==> config.mk <==
export PLATFORM = sky130hd
export DESIGN_NAME = pc_packet_encoder
export DESIGN_NICKNAME = d
export VERILOG_FILES = /design/src/rtl/pce_pkg.sv /design/src/rtl/pce_col_enc.sv /design/src/rtl/pce_row_acc.sv /design/src/rtl/pc_packet_encoder.sv
export SDC_FILE = /design/constraint.sdc
export NUM_CORES = 1
export LEC_CHECK = 0
export BUFFER_PORTS_ARGS = -buffer_cell sky130_fd_sc_hd__buf_2
export CORE_ASPECT_RATIO = 1.4
export CORE_UTILIZATION = 51
export CTS_CLUSTER_DIAMETER = 60
export CTS_CLUSTER_SIZE = 25
export DETAILED_ROUTE_END_ITERATION = 8
export GPL_ROUTABILITY_DRIVEN = 0
export HOLD_SLACK_MARGIN = 0.1
export PLACE_DENSITY = 0.77
export SLEW_MARGIN = 20
export SYNTH_ARGS = -nofsm -noshare
export SYNTH_HDL_FRONTEND = slang
export SYNTH_SLANG_ARGS = --single-unit
==> constraint.sdc <==
create_clock -name clk -period 1.6 [get_ports clk]
set_input_delay 0.4 -clock clk [delete_from_list [all_inputs] [get_ports clk]]
set_output_delay 0.4 -clock clk [all_outputs]
set_load 0.03 [all_outputs]
==> src/rtl/pce_pkg.sv <==
package pce_pkg;

  // Number of Hamming check bits needed to cover w data bits.
  function automatic int hamm_chk_bits(input int w);
    int p;
    p = 1;
    while ((1 << p) < (w + p + 1)) p++;
    return p;
  endfunction

  function automatic bit is_pow2(input int v);
    return (v > 0) && ((v & (v - 1)) == 0);
  endfunction

endpackage

==> src/rtl/pce_col_enc.sv <==
module pce_col_enc
  import pce_pkg::*;
#(
  parameter int DW = 8,
  localparam int PW = hamm_chk_bits(DW)
) (
  input  logic [DW-1:0] data,
  output logic [PW-1:0] chk
);

  // Data bits of the codeword each check bit covers.
  function automatic logic [DW-1:0] cover_mask(input int ci);
    logic [DW-1:0] m;
    int pos;
    m   = '0;
    pos = 1;
    for (int d = 0; d < DW; d++) begin
      pos++;
      while (is_pow2(pos)) pos++;
      if (((pos >> ci) & 1) == 1) m[d] = 1'b1;
    end
    return m;
  endfunction

  for (genvar i = 0; i < PW; i++) begin : g_chk
    localparam logic [DW-1:0] MASK = cover_mask(i);
    assign chk[i] = ^(data & MASK);
  end

endmodule

==> src/rtl/pce_row_acc.sv <==
module pce_row_acc #(
  parameter int DW        = 8,
  parameter int MAX_FLITS = 4,
  localparam int CNT_W    = (MAX_FLITS > 1) ? $clog2(MAX_FLITS) : 1
) (
  input  logic          clk,
  input  logic          rst,
  input  logic          take,
  input  logic [DW-1:0] flit,
  input  logic          last_mark,
  output logic          first,
  output logic          pkt_end,
  output logic [DW-1:0] row_par
);

  localparam logic [CNT_W-1:0] CNT_TOP = CNT_W'(MAX_FLITS - 1);

  logic [CNT_W-1:0] cnt;
  logic [DW-1:0]    acc;

  assign first   = (cnt == '0);
  assign pkt_end = last_mark || (cnt == CNT_TOP);
  // Parity including the flit being taken this cycle.
  assign row_par = first ? flit : (acc ^ flit);

  always_ff @(posedge clk) begin
    if (rst) begin
      cnt <= '0;
      acc <= '0;
    end else if (take) begin
      acc <= row_par;
      cnt <= pkt_end ? '0 : cnt + 1'b1;
    end
  end

endmodule

==> src/rtl/pc_packet_encoder.sv <==
module pc_packet_encoder
  import pce_pkg::*;
#(
  parameter int FLIT_W    = 8,
  parameter int MAX_FLITS = 4,
  localparam int CHK_W    = hamm_chk_bits(FLIT_W),
  localparam int CW       = FLIT_W + CHK_W
) (
  input  logic              clk,
  input  logic              rst,
  input  logic              in_valid,
  output logic              in_ready,
  input  logic [FLIT_W-1:0] in_flit,
  input  logic              in_last,
  output logic              out_valid,
  input  logic              out_ready,
  output logic [CW-1:0]     out_flit,
  output logic              out_last,
  output logic              out_chk,
  input  logic              rtx_req
);

  logic              out_free;
  logic              accept;
  logic              first;
  logic              pkt_end;
  logic [FLIT_W-1:0] row_par;
  logic [CHK_W-1:0]  data_chk;
  logic [CHK_W-1:0]  coc_chk;
  logic              pend;
  logic              buf_valid;
  logic [FLIT_W-1:0] buf_pcb;
  logic [CHK_W-1:0]  buf_coc;

  assign out_free = !out_valid || out_ready;
  assign in_ready = out_free && !pend;
  assign accept   = in_valid && in_ready;

  // Stage 1: column code on each incoming flit.
  pce_col_enc #(.DW(FLIT_W)) u_col_data (
    .data (in_flit),
    .chk  (data_chk)
  );

  // Stage 2: running row parity across the packet.
  pce_row_acc #(.DW(FLIT_W), .MAX_FLITS(MAX_FLITS)) u_row (
    .clk       (clk),
    .rst       (rst),
    .take      (accept),
    .flit      (in_flit),
    .last_mark (in_last),
    .first     (first),
    .pkt_end   (pkt_end),
    .row_par   (row_par)
  );

  // Stage 3: column code on the row parity (checks-on-checks).
  pce_col_enc #(.DW(FLIT_W)) u_col_coc (
    .data (row_par),
    .chk  (coc_chk)
  );

  always_ff @(posedge clk) begin
    if (rst) begin
      out_valid <= 1'b0;
      out_flit  <= '0;
      out_last  <= 1'b0;
      out_chk   <= 1'b0;
      pend      <= 1'b0;
      buf_valid <= 1'b0;
      buf_pcb   <= '0;
      buf_coc   <= '0;
    end else begin
      if (accept && first) buf_valid <= 1'b0;
      if (accept && pkt_end) begin
        buf_valid <= 1'b1;
        buf_pcb   <= row_par;
        buf_coc   <= coc_chk;
      end
      if (rtx_req && buf_valid && !pend && !accept) pend <= 1'b1;

      if (out_free) begin
        if (accept) begin
          out_valid <= 1'b1;
          out_flit  <= {data_chk, in_flit};
          out_last  <= pkt_end;
          out_chk   <= 1'b0;
        end else if (pend) begin
          out_valid <= 1'b1;
          out_flit  <= {buf_coc, buf_pcb};
          out_last  <= 1'b1;
          out_chk   <= 1'b1;
          pend      <= 1'b0;
          buf_valid <= 1'b0;
        end else begin
          out_valid <= 1'b0;
        end
      end
    end
  end

endmodule

# After elaboration in Yosys (flattened, before gate mapping)
# Cells that the tools add are included.
totals:
  out_inout_bits: 16
  regBits: 39
classes:
  n_reduce_logical: 23
  mux: 18
  n_addsub: 1
  bitwise_logic: 1
  n_eq_ne: 1
ops:
  columns: ["op", "count"]
  rows:
  - ["$reduce_xor A8 Y1", 8]
  - ["$mux W12", 2]
  - ["$mux W1", 14]
  - ["$mux W8", 1]
  - ["$xor A8 B8 Y8", 1]
  - ["$logic_and A1 B1 Y1", 7]
  - ["$logic_not A1 Y1", 3]
  - ["$add A2 B1 Y2 const B", 1]
  - ["$eq A2 B2 Y1 const B", 1]
  - ["$logic_not A2 Y1", 1]
  - ["$logic_or A1 B1 Y1", 2]
  - ["$mux W2", 1]
  - ["$reduce_and A2 Y1", 1]
  - ["$reduce_bool A2 Y1", 1]

# Logic depth before layout (Yosys ltp)
logic_depth:
  word_depth: 10
  mapped_depth: 8

# Hierarchy
# A second synthesis with hierarchy kept.
hier_totals:
  cells_unflattened: 252
  hier_area_um2: 2238.4
modules_own_cells:
  columns: ["mod", "seq_area_each_um2", "instances", "cells_each", "area_per_inst_um2"]
  rows:
  - ["pc_packet_encoder", 580.6, 1, 158, 1331.3]
  - ["pce_row_acc", 200.2, 1, 74, 661.9]
  - ["pce_col_enc", 0.0, 2, 10, 122.6]

# Least setup slack after synthesis
# OpenSTA, ideal clock, no wires.
synth_timing:
  path_kind: "register to register"
  startpoint: "register u_row.cnt[0]"
  endpoint: "register u_row.acc[0]"
  t_arrival_ns: 1.477
  setup_ns: 0.128
  path_stages_with_launch: 8
  path_slack_ns: -0.004
  path_cell_list: "dfxtp_1 inv_1 ha_1 clkbuf_1 clkbuf_1 o21ai_0 a22oi_1 nor2_1"
synth_between:
  elab_chain_cells: 2
synth_lines:
  columns: ["item", "line_no", "rtl"]
  rows:
  - ["start: declaration", "pce_row_acc.sv:18", "logic [CNT_W-1:0] cnt;"]
  - ["start signal: assignment", "pce_row_acc.sv:32", "cnt <= pkt_end ? '0 : cnt + 1'b1;"]
  - ["$logic_not A2 Y1", "pce_row_acc.sv:21", "assign first = (cnt == '0);"]
  - ["$mux W8", "pce_row_acc.sv:24", "assign row_par = first ? flit : (acc ^ flit);"]
  - ["end signal: assignment", "pce_row_acc.sv:31", "acc <= row_par;"]
  - ["end: declaration", "pce_row_acc.sv:19", "logic [DW-1:0] acc;"]
# No other way between the ends.
# A chain may end at the register's enable or synchronous reset.

# Worst setup path in the final report
layout_timing:
  startpoint: "register u_row.cnt[0]"
  endpoint: "register buf_coc[2]"
layout_between:
  elab_chain_cells: 3
  word_cells_on_any_way: 6
  classes_between: "eq/ne (1); mux (1); reduce/logical (4)"
layout_lines:
  columns: ["item", "line_no", "rtl"]
  rows:
  - ["$logic_not A2 Y1 or $eq A2 B2 Y1 (tied branches)", "pce_row_acc.sv:21, pce_row_acc.sv:22", null]
  - ["$mux W8 or $logic_or A1 B1 Y1 (tied branches)", "pce_row_acc.sv:24, pce_row_acc.sv:22", null]
  - ["$reduce_xor A8 Y1 or $logic_and A1 B1 Y1 (tied branches)", "pce_col_enc.sv:27, pc_packet_encoder.sv:75", null]
  - ["end signal: assignment", "pc_packet_encoder.sv:78", "buf_coc <= coc_chk;"]
  - ["end: declaration", "pc_packet_encoder.sv:33", "logic [CHK_W-1:0] buf_coc;"]
# Several ways; a longest one is shown, not always the timed one.

==> flow_summary.toml <==
[clock_tree]
cts_hold_repair.buffers = 0
clkSlewWorstSetupHoldPaths_ns = 0.08
cts_root_buf = "clkbuf_8"
cts_buffer_depth = 2
tritoncts.num_buffers = 5
cts_tree = "built"
htree_num_levels = 2
cts_setup_buffers = 0
insertion_delay_ns = 0.29
clock_sinks = 39

[synthesis]
post_synth_mux_area_share_pct = 4.46
area_fraction_in_compound_gates_after_synthesis_pct = 16.8
syn_area_um2 = 2020
average_cell_area_after_synthesis_um2 = 8.53
synthDominantCellAreaShare_pct = 38.6
yosys.area_share.xor_xnor_pct = 17.5
synthTopCellsByArea = "dfxtp_1 (39%), xnor2_1 (13%), nor2_1 (6.1%)"
ys_seq_area_share_pct = 38.6
syn_nets = 253
dominant_combinational_cell_family_by_area_after_synthesis = "XOR/XNOR gates"
yosys.area.top_type = "dfxtp_1"
yosysWarnings = 0
ys_ff_latch = 39
syn-instance-count = 237
synthAdderAreaFrac_pct = 1.24
ys_types = 28
synth_simple_gate_area_share_pct = 17.1

[route]
num_vias = 1757
wl_per_cell_um = 13.8
firstDrtPassIters = 4
drt-initial-drc-count = 28
final_antenna_net_count = 0
drcViolationCount = 0
postRouteWirelength_mm = 4.49
detail_route.vias_per_cell = 5.42

[placement]
placed_instance_area_um2 = 2350
placedCellCount = 316
io_buffers = 29
place.detailed.hpwl_mm = 3.03

[run_status]
run_status = "finished, final reports clean"

[worst_setup_path]
cp_top_family = "flip-flops"
cp.required_ns = 1.78
crit_start = "u_row.cnt[0]"
arrival_ns = 1.74
r2r_start = "u_row.cnt[0]"
crit_path_max_incr_delay_ns = 0.34
timing.critical_path.to_type = "register"
critPathLaunchType = "register"
timing.critical_path.mode_cell = "nor2_1"
critical_path.max_fanout = 8
worstPathBufferInverterCount = 2
crit_chain = "inv_2 -> ha_4 -> buf_4 -> nor2_1 -> xnor2_2 -> xnor2_1 -> mux2i_1 -> nor2_1"
cpMaxStageDelayCell = "dfxtp_2"
worst-setup-path-type = "reg2reg"

[floorplan]
std_cell_rows = 26
initial_core_util_pct = 54.5
floorplan.die.height_um = 76.5
core_region_area_um2 = 3710
die-area_um2 = 4220
die_width_um = 55.2
ios = 30

[power_and_ir_drop]
power.net_switching_mw = 0.759
worst_ir_drop_vdd_uv = 967
power.density_nw_per_um2 = 1060
p_seq_share_pct = 40.1
p_leak_nw = 1.03
power_frac_clock_pct = 36.2
power.total_mw = 2.72
pwr-share-comb_pct = 23.7
internal_power_mw = 1.96
fraction_of_power_spent_switching_nets_pct = 27.9

[global_routing]
grt_first_pass_wirelength_mm = 7.29
track_usage_pct = 21.4
grt_antenna_before_repair = 0
vias_in_the_first_global_route = 1608
globalRouteOverflowTotal = 0
grt_start_max_net_pins = 28

[sta]
finalMaxSlewViolations = 0
timing.final.hold_violations = 0
skew_ns = 0.00756
final.min_clock_period_ns = 1.56
finalSetupViolations = 0
finalCritPeriodShare_pct = 97.6
tightest_slew_ns = 0.319
max_slew_margin_pct = 78.6
fmaxAchievable_mhz = 640

[layout]
antenna_cells = 0
filler_cell_count = 291
synth_to_final_area_change_pct = 26.9
final_cell_count_without_fillers = 324
finished_cell_area_um2 = 2560
share_of_final_layout_standard_cells_stronger_than_drive_strength_1_pct = 31.2
nets = 297
final_util_pct = 69.2

[run]
cap_violations = 0

[worst_hold_path]
hold_wc_startpoint = "rtx_req"
worstHoldPathType = "in2reg"
[kinds of logic after synthesis]
group,after synthesis
mux,9
compound gates,54
buf+inv,19
simple gates,77
fa+ha+maj,2
xor+xnor,37
flops,39
[layout make-up]
type                    count  area [µm²]  area share [%]
clock buffers               5        68.8            2.68
clock inverters             3        67.6            2.63
inverters                   2        7.51           0.293
multi-input cells         179        1220            47.7
flip-flops and latches     39         785            30.6
well taps                  42        52.6            2.05
repair buffers             54         360            14.0
[synth_stat cells]
| cell type | number |
|---|---|
| a32o_1 | 2 |
| clkbuf_1 | 7 |
| xnor2_2 | 4 |
| nand2b_1 | 2 |
| a211oi_2 | 1 |
| nand3_1 | 1 |
| xor2_1 | 3 |
| buf_1 | 1 |
| nor2_2 | 3 |
| inv_1 | 2 |
| nor2_1 | 33 |
| nor2_4 | 1 |
| a22oi_1 | 7 |
| and3_1 | 1 |
| dfxtp_1 | 39 |
| buf_2 | 8 |
| nand2b_4 | 1 |
| xnor2_1 | 30 |
| mux2i_1 | 9 |
| o21ai_1 | 8 |
| ha_1 | 2 |
| nor3_1 | 1 |
| o21ai_0 | 15 |
| buf_4 | 1 |
| a21oi_1 | 7 |
| nand2_1 | 25 |
| nor2b_1 | 9 |
| a211oi_1 | 14 |
[registers in the layout, indices dropped and copies added (netlist names)]
| name | flops |
|---|---|
| buf_pcb | 8 |
| pend | 1 |
| out_flit | 12 |
| u_row.acc | 8 |
| out_chk | 1 |
| buf_coc | 4 |
| out_valid | 1 |
| u_row.cnt | 2 |
| buf_valid | 1 |
| out_last | 1 |
[worst paths after layout]
path / slack [ns] / to / depth (start not counted)
worst min-delay path: 0.44 / pend / 3
worst max register to register: 0.04 / buf_coc[2] / 8
worst max-delay path: 0.04 / buf_coc[2] / 8
worst min register to register: 0.44 / out_flit[4] / 2
[stage by stage]
step | worst slack, ns | hold slack [ns] | setup TNS (ns)
after CTS | 0.0000380 | 0.400 | 0
after detailed placement | -0.0334 | 0.437 | -0.0941
final | 0.0383 | 0.438 | 0
after floorplan | 0.0344 | 0.449 | 0
after global placement | 0.00838 | 0.430 | 0
after global routing | -0.0371 | 0.463 | -0.0642
[cell usage in the layout (no fill, tap or decap), types with 3 or more instances in the layout]
master	instances
nor2b_1	5
o21ai_1	8
xnor2_1	25
a22oi_1	7
a21oi_1	7
dfxtp_2	3
clkbuf_8	5
nor2_2	3
xor2_1	3
o21ai_0	15
nor2b_2	4
mux2i_1	9
dfxtp_1	36
buf_4	24
xnor2_2	9
nor2_1	32
buf_2	28
a211oi_1	14
nand2_1	25
[worst register-to-register path: stages (launching register included)]
cell and delay, ns:
dfxtp_2 0.34, inv_2 0.05, ha_4 0.18, buf_4 0.16
nor2_1 0.19, xnor2_2 0.17, xnor2_1 0.14, mux2i_1 0.16
nor2_1 0.07
[timing repair]
item                       4_1_cts  5_1_grt
pin swaps                        0        6
setup endpoints to repair        4        5
gates resized for setup          2       18
[power by group through the flow]
stage | Clock (mW) | Combinational [mW] | Sequential (mW)
final | 0.983 | 0.644 | 1.09
after global routing | 1.04 | 0.700 | 1.10
after CTS | 0.995 | 0.609 | 1.09
after detailed placement | 0 | 0.603 | 1.11
after global placement | 0 | 0.590 | 1.11
after floorplan | 0 | 0.383 | 1.16
[metal layers]
metal	track usage [%]	wire length, µm	vias to the layer above
met1	26.1	1920	824
li1	-	-	880
met5	0	0	-
met2	36.4	2280	43
met3	4.92	184	10
met4	7.50	100	0
No activity file was read; power rests on OpenSTA's default activity.
